==> src/rtl/fms_pkg.sv <==
package fms_pkg;

  typedef enum logic {
    NEG_CLAMP = 1'b0,
    NEG_ABS   = 1'b1
  } neg_mode_e;

  function automatic int unsigned fms_cnt_width(input int unsigned gate);
    return $clog2(gate + 1);
  endfunction

endpackage

==> src/rtl/fms_edge_sync.sv <==
module fms_edge_sync (
  input  logic clk,
  input  logic rst_n,
  input  logic din,
  output logic rise
);

  logic [2:0] shr_q;
  logic [2:0] shr_nx;

  always_comb begin
    shr_nx = {shr_q[1:0], din};
  end

  always_ff @(posedge clk or negedge rst_n) begin
    if (!rst_n) shr_q <= '0;
    else        shr_q <= shr_nx;
  end

  assign rise = shr_q[1] & ~shr_q[2];

endmodule

==> src/rtl/fms_meter.sv <==
module fms_meter #(
  parameter int unsigned GATE_CYC = 125000,
  parameter int unsigned CNT_W    = 17,
  parameter int unsigned SHARED   = 0
) (
  input  logic             clk,
  input  logic             rst_n,
  input  logic [1:0]       rise,
  output logic [CNT_W-1:0] meas_a,
  output logic [CNT_W-1:0] meas_b,
  output logic             vld
);

  localparam int unsigned GW = (GATE_CYC > 1) ? $clog2(GATE_CYC) : 1;

  logic [GW-1:0] gcnt_q;
  logic [GW-1:0] gcnt_nx;
  logic          gate_end;
  logic          vld_q;

  assign gate_end = (gcnt_q == GW'(GATE_CYC - 1));

  always_comb begin
    gcnt_nx = gate_end ? '0 : gcnt_q + GW'(1);
  end

  always_ff @(posedge clk or negedge rst_n) begin
    if (!rst_n) begin
      gcnt_q <= '0;
      vld_q  <= 1'b0;
    end else begin
      gcnt_q <= gcnt_nx;
      vld_q  <= gate_end;
    end
  end

  assign vld = vld_q;

  generate
    if (SHARED == 0) begin : g_dedicated
      logic [1:0][CNT_W-1:0] cnt_q, cnt_nx, res_q, res_nx;

      always_comb begin
        for (int i = 0; i < 2; i++) begin
          cnt_nx[i] = gate_end ? '0 : cnt_q[i] + CNT_W'(rise[i]);
          res_nx[i] = gate_end ? cnt_q[i] + CNT_W'(rise[i]) : res_q[i];
        end
      end

      always_ff @(posedge clk or negedge rst_n) begin
        if (!rst_n) begin
          cnt_q <= '0;
          res_q <= '0;
        end else begin
          cnt_q <= cnt_nx;
          res_q <= res_nx;
        end
      end

      assign meas_a = res_q[0];
      assign meas_b = res_q[1];
    end else begin : g_shared
      logic             sel_q, sel_nx;
      logic [CNT_W-1:0] cnt_q, cnt_nx, tot;
      logic [CNT_W-1:0] ra_q, ra_nx, rb_q, rb_nx;

      always_comb begin
        tot    = cnt_q + CNT_W'(rise[sel_q]);
        cnt_nx = gate_end ? '0 : tot;
        sel_nx = gate_end ? ~sel_q : sel_q;
        ra_nx  = (gate_end && !sel_q) ? tot : ra_q;
        rb_nx  = (gate_end &&  sel_q) ? tot : rb_q;
      end

      always_ff @(posedge clk or negedge rst_n) begin
        if (!rst_n) begin
          sel_q <= 1'b0;
          cnt_q <= '0;
          ra_q  <= '0;
          rb_q  <= '0;
        end else begin
          sel_q <= sel_nx;
          cnt_q <= cnt_nx;
          ra_q  <= ra_nx;
          rb_q  <= rb_nx;
        end
      end

      assign meas_a = ra_q;
      assign meas_b = rb_q;
    end
  endgenerate

endmodule

==> src/rtl/fms_word_calc.sv <==
module fms_word_calc
  import fms_pkg::*;
#(
  parameter int unsigned ACC_W    = 32,
  parameter int unsigned CNT_W    = 17,
  parameter int unsigned GATE_CYC = 125000
) (
  input  logic             clk,
  input  logic             rst_n,
  input  logic             upd,
  input  neg_mode_e        neg_mode,
  input  logic [CNT_W-1:0] cnt_a,
  input  logic [CNT_W-1:0] cnt_b,
  output logic [ACC_W-1:0] sum_word,
  output logic [ACC_W-1:0] diff_word
);

  localparam int unsigned PW = ACC_W + CNT_W + 2;
  localparam logic [PW-1:0] STEP = PW'((64'd1 << ACC_W) / 64'(GATE_CYC));
  localparam logic [PW-1:0] CAP  = PW'(64'd1 << (ACC_W - 1));

  function automatic logic [ACC_W-1:0] scale(input logic [CNT_W:0] c);
    logic [PW-1:0] prod;
    prod = PW'(c) * STEP;
    if (prod > CAP) return ACC_W'(CAP);
    else            return prod[ACC_W-1:0];
  endfunction

  logic [CNT_W:0]   sum_cnt;
  logic [CNT_W:0]   diff_cnt;
  logic [ACC_W-1:0] sw_q, sw_nx, dw_q, dw_nx;

  always_comb begin
    sum_cnt = {1'b0, cnt_a} + {1'b0, cnt_b};
    if (cnt_a >= cnt_b)          diff_cnt = {1'b0, cnt_a - cnt_b};
    else if (neg_mode == NEG_ABS) diff_cnt = {1'b0, cnt_b - cnt_a};
    else                          diff_cnt = '0;
    sw_nx = upd ? scale(sum_cnt)  : sw_q;
    dw_nx = upd ? scale(diff_cnt) : dw_q;
  end

  always_ff @(posedge clk or negedge rst_n) begin
    if (!rst_n) begin
      sw_q <= '0;
      dw_q <= '0;
    end else begin
      sw_q <= sw_nx;
      dw_q <= dw_nx;
    end
  end

  assign sum_word  = sw_q;
  assign diff_word = dw_q;

endmodule

==> src/rtl/fms_phase_acc.sv <==
module fms_phase_acc #(
  parameter int unsigned ACC_W = 32
) (
  input  logic             clk,
  input  logic             rst_n,
  input  logic [ACC_W-1:0] word,
  output logic             wave
);

  logic [ACC_W-1:0] acc_q;
  logic [ACC_W-1:0] acc_nx;

  always_comb begin
    acc_nx = acc_q + word;
  end

  always_ff @(posedge clk or negedge rst_n) begin
    if (!rst_n) acc_q <= '0;
    else        acc_q <= acc_nx;
  end

  assign wave = acc_q[ACC_W-1];

endmodule

==> src/rtl/freq_sumdiff_synth.sv <==
module freq_sumdiff_synth
  import fms_pkg::*;
#(
  parameter  int unsigned GATE_CYC = 125000,
  parameter  int unsigned ACC_W    = 32,
  parameter  int unsigned SHARED   = 0,
  localparam int unsigned CNT_W    = fms_cnt_width(GATE_CYC)
) (
  input  logic             clk,
  input  logic             rst_n,
  input  logic             in_a,
  input  logic             in_b,
  input  logic             abs_mode,
  output logic             sum_out,
  output logic             diff_out,
  output logic [CNT_W-1:0] meas_a,
  output logic [CNT_W-1:0] meas_b,
  output logic             meas_vld
);

  logic [1:0] rsync_q;
  logic       rst_int_n;

  always_ff @(posedge clk or negedge rst_n) begin
    if (!rst_n) rsync_q <= '0;
    else        rsync_q <= {rsync_q[0], 1'b1};
  end
  assign rst_int_n = rsync_q[1];

  logic [1:0] pin;
  logic [1:0] rise;
  assign pin = {in_b, in_a};

  generate
    for (genvar g = 0; g < 2; g++) begin : g_sync
      fms_edge_sync u_sync (
        .clk  (clk),
        .rst_n(rst_int_n),
        .din  (pin[g]),
        .rise (rise[g])
      );
    end
  endgenerate

  fms_meter #(
    .GATE_CYC(GATE_CYC),
    .CNT_W   (CNT_W),
    .SHARED  (SHARED)
  ) u_meter (
    .clk   (clk),
    .rst_n (rst_int_n),
    .rise  (rise),
    .meas_a(meas_a),
    .meas_b(meas_b),
    .vld   (meas_vld)
  );

  logic [ACC_W-1:0] sum_word;
  logic [ACC_W-1:0] diff_word;

  fms_word_calc #(
    .ACC_W   (ACC_W),
    .CNT_W   (CNT_W),
    .GATE_CYC(GATE_CYC)
  ) u_calc (
    .clk      (clk),
    .rst_n    (rst_int_n),
    .upd      (meas_vld),
    .neg_mode (neg_mode_e'(abs_mode)),
    .cnt_a    (meas_a),
    .cnt_b    (meas_b),
    .sum_word (sum_word),
    .diff_word(diff_word)
  );

  logic [1:0][ACC_W-1:0] words;
  logic [1:0]            waves;
  assign words = {diff_word, sum_word};

  generate
    for (genvar g = 0; g < 2; g++) begin : g_acc
      fms_phase_acc #(.ACC_W(ACC_W)) u_acc (
        .clk  (clk),
        .rst_n(rst_int_n),
        .word (words[g]),
        .wave (waves[g])
      );
    end
  endgenerate

  assign sum_out  = waves[0];
  assign diff_out = waves[1];

endmodule

==> config.mk <==
export PLATFORM = sky130hd
export DESIGN_NAME = freq_sumdiff_synth
export DESIGN_NICKNAME = d
export VERILOG_FILES = /design/src/rtl/fms_pkg.sv /design/src/rtl/fms_edge_sync.sv /design/src/rtl/fms_meter.sv /design/src/rtl/fms_word_calc.sv /design/src/rtl/fms_phase_acc.sv /design/src/rtl/freq_sumdiff_synth.sv
export SDC_FILE = /design/constraint.sdc
export NUM_CORES = 1
export LEC_CHECK = 0
export BUFFER_PORTS_ARGS = -buffer_cell sky130_fd_sc_hd__buf_2
export CORE_MARGIN = 2
export CORE_UTILIZATION = 55
export DETAILED_ROUTE_END_ITERATION = 10
export PLACE_DENSITY = 0.7
export REMOVE_ABC_BUFFERS = 1
export SYNTH_ARGS = -nofsm -noshare
export SYNTH_HDL_FRONTEND = slang
export SYNTH_SLANG_ARGS = --single-unit
==> constraint.sdc <==
create_clock -name clk -period 7.25 [get_ports clk]
set_clock_uncertainty 0.15 [all_clocks]
set_input_delay 0.3625 -clock clk [delete_from_list [all_inputs] [get_ports clk]]
set_output_delay 0.3625 -clock clk [all_outputs]
set_load 0.02 [all_outputs]
==> results of run 1 <==
==> registers in the layout, summed over array words and instances (netlist names) <==
| name | flops |
|---|---|
| rsync_q | 2 |
| u_calc.sum_word | 32 |
| g_sync.u_sync.shr_q | 6 |
| u_calc.diff_word | 32 |
| u_meter.meas_a | 17 |
| u_meter.gcnt_q | 17 |
| g_acc.u_acc.acc_q | 64 |
| u_meter.g_dedicated.cnt_q | 34 |
| u_meter.vld | 1 |
| u_meter.meas_b | 17 |
==> worst max-delay path: cells and delay by family, from the launching register on <==
family	cells	cell delay (ns)
AO/OA/AOI/OAI	10	1.99
XOR/XNOR	2	0.24
adder cells (fa/ha/maj)	8	3.05
buffers and inverters	11	0.99
flip-flops	1	0.46
AND/OR/NAND/NOR	7	1.32
==> per-layer routing <==
| metal | share of wire (%) | track usage [%] |
|---|---|---|
| met5 | 0 | 0 |
| met4 | 3.4 | 8.06 |
| met3 | 3.6 | 2.83 |
| met1 | 43 | 37.1 |
| met2 | 50 | 51.4 |
==> cells in the mapped netlist (all sizes together) (28+ instances only) <==
library cell and instances:
inv 430, ha 374, dfrtp 222, nor2 196, a21oi 162, fa 159, xnor2 112, nand2 85
a21o 80, o21ai 79, xor2 59, nand3 56, clkbuf 43, nor3 35, a22o 34, o2bb2ai 30
a211oi 29, and3 28
==> power groups by stage <==
stage               clock network [mW]  logic (mW)  registers (mW)
finish                            1.29      0.0929            1.31
global route                      1.36       0.108            1.31
global placement                     0      0.0857            1.33
floorplan                            0      0.0527            1.33
detailed placement                   0      0.0897            1.33
CTS                               1.31      0.0938            1.31
==> metrics by stage <==
stage          setup slack (ns)  cell area [um2]
2_1_floorplan             -2.01            23400
3_3_place_gp              -1.15            28100
3_5_place_dp              -1.35            28100
4_1_cts                  -0.813            30700
5_1_grt                   -1.34            31800
6_report                  -1.04            31800
==> kinds of logic after synthesis <==
group                      count (synthesis)  synth area share (%)
AOI/OAI and AO/OA                        591                  17.5
xor gates and xnor gates                 171                  6.32
adders and majority gates                533                  33.2
buffers and inverters                    491                  7.89
DFF                                      222                  23.5
muxes                                     10                 0.470
other                                      1                0.0158
and+or+nand+nor                          541                  11.2
==> area by class of cell <==
type                       count  area [um2]  share of cell area [%]
multi-input combinational   1847       18200                    57.3
sequential                   222        5560                    17.5
timing repair buffer         632        4880                    15.3
clock inverter                12         133                   0.417
inverter                     432        1630                    5.12
tap                          546         683                    2.15
clock buffer                  35         704                    2.21
==> cells in the final DEF, fill, tap and decap left out, types with 26 or more instances in the layout <==
master,synthesis,routed
fa_1,159,148
nand2_1,85,80
dfrtp_1,222,218
buf_2,11,41
nor2_1,196,187
inv_2,1,45
a22o_1,34,30
xor2_1,59,57
nand3_1,56,52
and3_1,28,27
nor3_1,35,32
xnor2_1,112,103
clkbuf_16,0,26
buf_6,1,33
ha_4,0,52
o21ai_0,66,50
inv_1,429,381
buf_4,1,546
a21o_1,80,80
a21oi_1,158,133
ha_1,374,312
==> worst paths after layout <==
path	startpoint	endpoint	slack [ns]	cells after the start
max in group asynchronous	rsync_q[1]$_DFF_PN0_	u_calc.diff_word[2]$_DFFE_PN0P_	5.28	1
min in group asynchronous	rsync_q[1]$_DFF_PN0_	u_meter.meas_a[16]$_DFFE_PN0P_	0.32	0
worst max register to register	u_meter.meas_b[1]$_DFFE_PN0P_	u_calc.diff_word[0]$_DFFE_PN0P_	-1.04	38
worst min-delay path	g_sync[1].u_sync.shr_q[0]$_DFF_PN0_	g_sync[1].u_sync.shr_q[1]$_DFF_PN0_	0.20	0
worst min register to register	g_sync[1].u_sync.shr_q[0]$_DFF_PN0_	g_sync[1].u_sync.shr_q[1]$_DFF_PN0_	0.20	0
worst max-delay path	u_meter.meas_b[1]$_DFFE_PN0P_	u_calc.diff_word[0]$_DFFE_PN0P_	-1.04	38
==> timing repair <==
| item | 4_1_cts | 5_1_grt |
|---|---|---|
| endpoints found under the setup margin | 64 | 64 |
| hold buffers | 4 | 0 |
| pin swaps | 144 | 125 |
| setup buffers | 55 | 31 |
| cloned | 5 | 0 |
| endpoints found under the hold margin | 4 | 0 |
| gates resized for setup | 226 | 193 |
==> impl_metrics.json, run 1 <==
{
  "drv_cap": 0,
  "routedWlPerCell_um": 17.8,
  "dieArea_um2": 44700,
  "fmax_mhz": 121,
  "coreArea_um2": 42800,
  "fillCellCount": 2889,
  "io_pins": 42,
  "antenna_left": 0,
  "timing_hold_violations_final": 0,
  "synth-edff-count": 0,
  "slowest_stage": "fa_1",
  "maxSlewViolCount": 0,
  "setup_ws_ns": -1.04,
  "diodes": 0,
  "grt_pass1_wl_um": 105000,
  "vias_per_cell": 5.58,
  "grt_max_degree": 147,
  "vias": 20800,
  "synthFlopType": "dfrtp_1",
  "synth_cell_types": 98,
  "area_delta_synth_final_pct": 34.5,
  "rows": 76,
  "start_util_pct": 55.3,
  "end_kind": "flop",
  "clock_latency_ns": 0.56,
  "layout.cells.non_filler": 3726,
  "ys_seq_elements": 222,
  "die_w_um": 211,
  "violations": "setup timing",
  "post-route-period-util_pct": 114,
  "finalCriticalPeriod_ns": 8.29,
  "p_seq_share_pct": 48.6,
  "netlist_instances": 2560,
  "hp-class": "reg -> reg",
  "synthTopCellsByArea": "dfrtp_1 23%, ha_1 20%, fa_1 13%",
  "whs_ns": 0.198,
  "cts_num_sinks": 222,
  "yosys_warnings": 0,
  "synth-seq-area-share_pct": 23.5,
  "drtIter0Drc": 1186,
  "cp_slowest_stage_delay_ns": 0.51,
  "final.setup.tns_ns": -54.90,
  "powerDensity_nw_per_um2": 84.6,
  "critPathKind": "reg -> reg",
  "clkSlewWorstSetupHoldPaths_ns": 0.06,
  "status": "complete, but fails checks",
  "drc": 0,
  "p_int_mw": 2.06,
  "p_sw_share_pct": 23.5,
  "maxSlewHeadroom_pct": 32.7,
  "worstSetupStartpointType": "flop",
  "crit_path_max_fanout": 4,
  "tightest_slew_ns": 1.01,
  "cts.path.max_buffers": 3,
  "power_mw": 2.69,
  "drtPass1Iterations": 5,
  "routed_wl_um": 66500,
  "setup_viol": 64,
  "chipHeight_um": 211,
  "ir_drop_v": 0.000246,
  "synth_top_area_cell": "dfrtp_1",
  "worstPathArrival_ns": 8.61,
  "p_clk_share_pct": 47.9,
  "rsz0062_at_grt": "yes",
  "p_leak_nw": 17.0,
  "io_buffer_count": 41,
  "routabilityCongestion": 0.918,
  "avgSynthCellArea_um2": 9.25,
  "synth_top_area_share_pct": 23.5,
  "p_comb_share_pct": 3.4,
  "grt_use_total_pct": 28.8,
  "required_ns": 7.58,
  "layout-drive-gt1-share_pct": 31.3,
  "antenna_found_initial": 0,
  "root_buffer": "clkbuf_16",
  "grt_overflow": 0,
  "place_inst": 3590,
  "final_nets": 3699,
  "place_hpwl_um": 49600,
  "final_core_util_pct": 74.4,
  "synth_area_um2": 23700,
  "p_sw_mw": 0.633,
  "cts_max_level": 1,
  "synth-async-reset-ratio_pct": 100,
  "grt_pass1_vias": 21400,
  "tritoncts": "done",
  "cts_buffers": 26
}
(Power assumes the default switching activity.)
==> run 2, diff against run 1 <==
Settings changed: PLACE_DENSITY 0.7 to 0.67.
Clock period 7.25 ns to 9.1 ns, I/O delays scaled along.
==> run 2 against run 1 <==
  * The flow now finishes without violations
  * Register-to-register slack better by 1.4 ns
  * Final cell count down 14%
  * Core utilization down 14 points
  * Setup slack better by 1.4 ns
  * Non-clock buffer count down 518
  * Final area down 18%
  * Global-route usage down 3.6 points
  * Clock-buffer cell count up 1
  * First-iteration DRC count down 10%
  * Die area unchanged
  * Total power down 19%
  * Largest power group is now clock
==> impl_metrics.json, run 2 (synthesized netlist as in run 1, its figures left out) <==
{
  "tightest_slew_ns": 0.967,
  "post-route-period-util_pct": 96.0,
  "chipHeight_um": 211,
  "grt_pass1_wl_um": 91500,
  "dpl_cell_area_um2": 24800,
  "layout-drive-gt1-share_pct": 8.76,
  "start_util_pct": 55.3,
  "fmax_mhz": 114,
  "reg.largest.list": "g_acc.u_acc.acc_q: 64 flops, u_meter.g_dedicated.cnt_q: 34 flops",
  "tritoncts": "done",
  "worstSetupStartpointType": "flop",
  "largest_reg_flops": 64,
  "coreArea_um2": 42800,
  "io_buffer_count": 41,
  "hp-class": "in -> async",
  "routedWlPerCell_um": 17.4,
  "cts.path.max_buffers": 3,
  "routabilityCongestion": 0.952,
  "final_cell_mix": "428 x inv_1, 369 x ha_1, 220 x dfrtp_1",
  "drv_cap": 0,
  "antenna_left": 0,
  "diodes": 0,
  "drtIter0Drc": 1067,
  "antenna_found_initial": 0,
  "setup_viol": 0,
  "drtPass1Iterations": 5,
  "grt_pass1_vias": 18200,
  "routed_wl_um": 55800,
  "rows": 76,
  "root_buffer": "clkbuf_16",
  "critPathKind": "reg -> reg",
  "cts_num_sinks": 222,
  "p_leak_nw": 14.2,
  "grt_max_degree": 81,
  "cp_slowest_stage_delay_ns": 0.55,
  "powerDensity_nw_per_um2": 83.7,
  "power_mw": 2.17,
  "regMostFlops": "g_acc.u_acc.acc_q",
  "grt_overflow": 0,
  "vias": 18200,
  "timing_hold_violations_final": 0,
  "ir_drop_v": 0.000141,
  "maxSlewViolCount": 0,
  "end_kind": "flop",
  "finalInstanceArea_um2": 26000,
  "grt_use_total_pct": 25.2,
  "crit_path_max_fanout": 6,
  "cpMostUsedCell": "fa_1",
  "die_w_um": 211,
  "place_hpwl_um": 45600,
  "finalCriticalPeriod_ns": 8.74,
  "layout_commonest_cell": "inv_1",
  "ff2ff_setup_slack_ns": 0.36,
  "cts_max_level": 1,
  "maxSlewHeadroom_pct": 35.1,
  "io_pins": 42,
  "required_ns": 9.42,
  "dieArea_um2": 44700,
  "rr_worst_depth": 32,
  "area_delta_synth_final_pct": 9.66,
  "clock_latency_ns": 0.56,
  "vias_per_cell": 5.66,
  "reg2reg_from": "u_meter.meas_a[0]$_DFFE_PN0P_",
  "status": "finished clean",
  "final_nets": 3181,
  "cts_buffers": 26,
  "slowest_stage": "fa_1",
  "clkSlewWorstSetupHoldPaths_ns": 0.06,
  "r2r-end": "u_calc.sum_word[0]$_DFFE_PN0P_",
  "worstPathArrival_ns": 9.06,
  "drc": 0
}
## run 2: changes by cell type in the layout (fill, tap and decap cells not counted), moves of 33 or more
cell   change
buf_4    -476
buf_6     -33
ha_1      +57
ha_4      -51
inv_1     +47
inv_2     -44
## run 2: stage by stage
| stage | TNS [ns] | hold WS (ns) | setup WS [ns] | util (%) | cells |
|---|---|---|---|---|---|
| after floorplan | -3.60 | 0.00941 | -0.159 | - | 2501 |
| after global placement | 0 | 0.0914 | 0.0616 | 58.0 | 3152 |
| after detailed placement | -0.0553 | 0.0939 | -0.0397 | 58.0 | 3152 |
| after CTS | 0 | 0.0497 | 0.0161 | 60.1 | 3201 |
| after global routing | -0.127 | 0.0543 | -0.0747 | 60.7 | 3207 |
| final | 0 | 0.0627 | 0.363 | 60.7 | 3207 |
## run 2: worst max-delay path: cells and delay by family (launching register included)
kind / cells / cell delay (ns)
buffers and inverters: 5 / 0.46
xor gates and xnor gates: 1 / 0.31
and+or+nand+nor: 4 / 1.05
DFF: 1 / 0.41
AOI/OAI and AO/OA: 13 / 2.72
adders and majority gates: 9 / 3.57
## run 2: layout make-up
cell class                      count  area, um2
Clock buffer                       36        758
Clock inverter                     10        120
Fill cell                        3666      16800
Inverter                          432       1620
Multi-Input combinational cell   1847      16500
Sequential cell                   222       5560
Tap cell                          546        683
Timing Repair Buffer              114        761
## run 2: layer usage
metal	global-route usage, %	wire, um	vias up
met2	41.9	26000	364
met4	5.56	1220	0
met3	2.63	2100	77
li1	-	-	8938
met5	0	0	-
met1	35.6	26400	8782
## run 2: where the power goes
part	switching [mW]	internal [mW]	total (mW)
sequential	0.0263	1.01	1.04
clock	0.425	0.638	1.06
combinational	0.0458	0.0267	0.0725
## run 2: repair_timing
action,CTS,global route
resized for setup,1,43
hold buffers,3,0
endpoints found under the setup margin,2,64
endpoints found under the hold margin,4,0
setup buffers,0,6
pin swaps,0,6
## run 2: worst max path at each step
stage | start | endpoint | slack, ns
2_1_floorplan | u_meter.meas_a[10]$_DFFE_PN0P_ | u_calc.diff_word[10]$_DFFE_PN0P_ | -0.16
5_1_grt | u_meter.meas_b[1]$_DFFE_PN0P_ | u_calc.sum_word[0]$_DFFE_PN0P_ | -0.07
3_3_place_gp | u_meter.meas_a[2]$_DFFE_PN0P_ | u_calc.sum_word[0]$_DFFE_PN0P_ | 0.06
6_report | u_meter.meas_a[0]$_DFFE_PN0P_ | u_calc.sum_word[0]$_DFFE_PN0P_ | 0.36
3_5_place_dp | u_meter.meas_a[2]$_DFFE_PN0P_ | u_calc.sum_word[0]$_DFFE_PN0P_ | -0.04
4_1_cts | u_meter.meas_a[2]$_DFFE_PN0P_ | u_calc.sum_word[0]$_DFFE_PN0P_ | 0.02
==> run 3, diff against run 2 <==
Settings changed: REMOVE_ABC_BUFFERS 1 to not set.
Clock period 9.1 ns to 10.7 ns, I/O delays scaled along.
==> run 3 against run 2 <==
  * Flip-flop and latch count unchanged
  * Non-clock buffer count decreased by 50
  * Final area decreased by 2.2%
==> impl_metrics.json, run 3 (synthesized netlist as in run 1, its figures left out) <==
{
  "tightest_slew_ns": 1.02,
  "final.setup.tns_ns": 0,
  "chipHeight_um": 211,
  "p_sw_share_pct": 24.1,
  "routedWlPerCell_um": 17.5,
  "required_ns": 10.95,
  "cts_resized": 0,
  "io_pins": 42,
  "tritoncts": "done",
  "layout-drive-gt1-share_pct": 5.81,
  "diodes": 0,
  "ir_drop_v": 0.000109,
  "maxSlewHeadroom_pct": 32.3,
  "root_buffer": "clkbuf_16",
  "clkSlewWorstSetupHoldPaths_ns": 0.06,
  "worstPathArrival_ns": 9.98,
  "critPathLaunch": "u_meter.meas_a[1]$_DFFE_PN0P_",
  "layout_commonest_cell": "inv_1",
  "fmax_mhz": 103,
  "worstSetupStartpointType": "flop",
  "rsz0062_at_grt": "no",
  "routed_wl_um": 55300,
  "rr_worst_depth": 33,
  "fillCellCount": 3826,
  "hp-class": "in -> async",
  "place_hpwl_um": 44800,
  "antenna_found_initial": 1,
  "routabilityCongestion": 0.913,
  "p_leak_nw": 13.9,
  "dieArea_um2": 44700,
  "regMostFlops": "g_acc.u_acc.acc_q",
  "vias_per_cell": 5.67,
  "drv_cap": 0,
  "largest_reg_flops": 64,
  "cts_max_level": 1,
  "final_nets": 3132,
  "p_clk_share_pct": 48.7,
  "crit_path_max_fanout": 18,
  "end_kind": "flop",
  "drtIter0Drc": 1169,
  "slowest_stage": "mux2i_2",
  "vias": 17900,
  "place_ws_ns": 1.05,
  "start_util_pct": 55.3,
  "io_buffer_count": 41,
  "critPathKind": "reg -> reg",
  "final_cell_mix": "428 x inv_1, 374 x ha_1, 221 x dfrtp_1",
  "clock_latency_ns": 0.58,
  "reg.largest.list": "g_acc.u_acc.acc_q: 64 flops, u_meter.g_dedicated.cnt_q: 34 flops",
  "rows": 76,
  "grt_use_total_pct": 25.4,
  "grt_pass1_vias": 18100,
  "cts_buffers": 27,
  "p_sw_mw": 0.445,
  "status": "finished clean",
  "syn-num-nets": 3098,
  "powerDensity_nw_per_um2": 72.7,
  "area_delta_synth_final_pct": 7.22,
  "grt_pass1_wl_um": 92100,
  "drtPass1Iterations": 5,
  "maxSlewViolCount": 0,
  "p_int_mw": 1.40,
  "grt_max_degree": 84,
  "antenna_left": 0,
  "p_seq_share_pct": 48.1,
  "cts_num_sinks": 222,
  "setup_ws_ns": 0.968,
  "finalCriticalPeriod_ns": 9.73,
  "reg2reg_from": "u_meter.meas_a[1]$_DFFE_PN0P_",
  "timing_hold_violations_final": 0,
  "grt_overflow": 0,
  "coreArea_um2": 42800,
  "cts.path.max_buffers": 3,
  "setup_viol": 0,
  "post-route-period-util_pct": 91.0,
  "drc": 0,
  "cp_slowest_stage_delay_ns": 0.78,
  "p_comb_share_pct": 3.2,
  "die_w_um": 211
}
[run 3: changes by cell type in the layout (fill, tap and decap cells not counted), sizes merged]
cell / change
bufinv: -1
clkinv: +2
buf: -50
clkinvlp: +2
inv: +2
clkbuf: -2
[run 3: cell type report]
type	instances	area, um2	area share, %
multi-input combinational	1847	16300	64.1
clock buffer	34	742	2.92
timing repair buffer	64	385	1.52
inverter	432	1620	6.39
sequential	222	5560	21.9
tap	546	683	2.69
clock inverter	15	130	0.512
[run 3: worst max-delay path: cells and delay by family (launching register included)]
family	cells	cell delay, ns
DFF	1	0.50
AOI/OAI and AO/OA	13	3.49
xor gates and xnor gates	1	0.08
adders and majority gates	8	3.02
muxes	1	0.78
buffers and inverters	5	0.34
and+or+nand+nor	5	1.16
[run 3: final timing paths]
kind	slack, ns	end
setup / recovery	0.97	u_calc.diff_word[16]$_DFFE_PN0P_
hold / removal	0.16	rsync_q[1]$_DFF_PN0_
setup reg to reg	0.97	u_calc.diff_word[16]$_DFFE_PN0P_
hold reg to reg	0.20	g_sync[0].u_sync.shr_q[1]$_DFF_PN0_
max in group asynchronous	8.54	g_acc[1].u_acc.acc_q[17]$_DFF_PN0_
min in group clk	0.20	g_sync[0].u_sync.shr_q[1]$_DFF_PN0_
[run 3: power by group through the flow]
stage | Sequential [mW] | Combinational [mW] | Clock, mW
detailed placement | 0.903 | 0.0591 | 0
finish | 0.888 | 0.0598 | 0.899
global placement | 0.902 | 0.0581 | 0
global route | 0.891 | 0.0693 | 0.956
CTS | 0.888 | 0.0612 | 0.923
floorplan | 0.903 | 0.0358 | 0
[run 3: per-layer routing]
| metal | vias to the layer above | track usage, % | wire, um |
|---|---|---|---|
| met2 | 371 | 40.9 | 24700 |
| met4 | 2 | 6.78 | 1420 |
| met5 | - | 0 | 13 |
| met3 | 87 | 3.60 | 2540 |
| met1 | 8600 | 36.2 | 26600 |
| li1 | 8846 | - | - |
[run 3: timing repair]
| action | in CTS | in global routing |
|---|---|---|
| hold buffers | 3 | 0 |
| endpoints found under the setup margin | 0 | 0 |
| endpoints found under the hold margin | 4 | 0 |
| setup buffers | 0 | 0 |
[run 3: metrics by stage]
step / util (%) / power [mW] / area (um2) / hold slack (ns) / cells
floorplan: - / 0.939 / 23700 / 0.0894 / 2560
detailed placement: 57.2 / 0.962 / 24500 / 0.171 / 3108
finish: 59.3 / 1.85 / 25400 / 0.160 / 3160
global placement: 57.2 / 0.960 / 24500 / 0.171 / 3108
CTS: 59.3 / 1.87 / 25400 / 0.127 / 3160
global route: 59.3 / 1.92 / 25400 / 0.175 / 3160
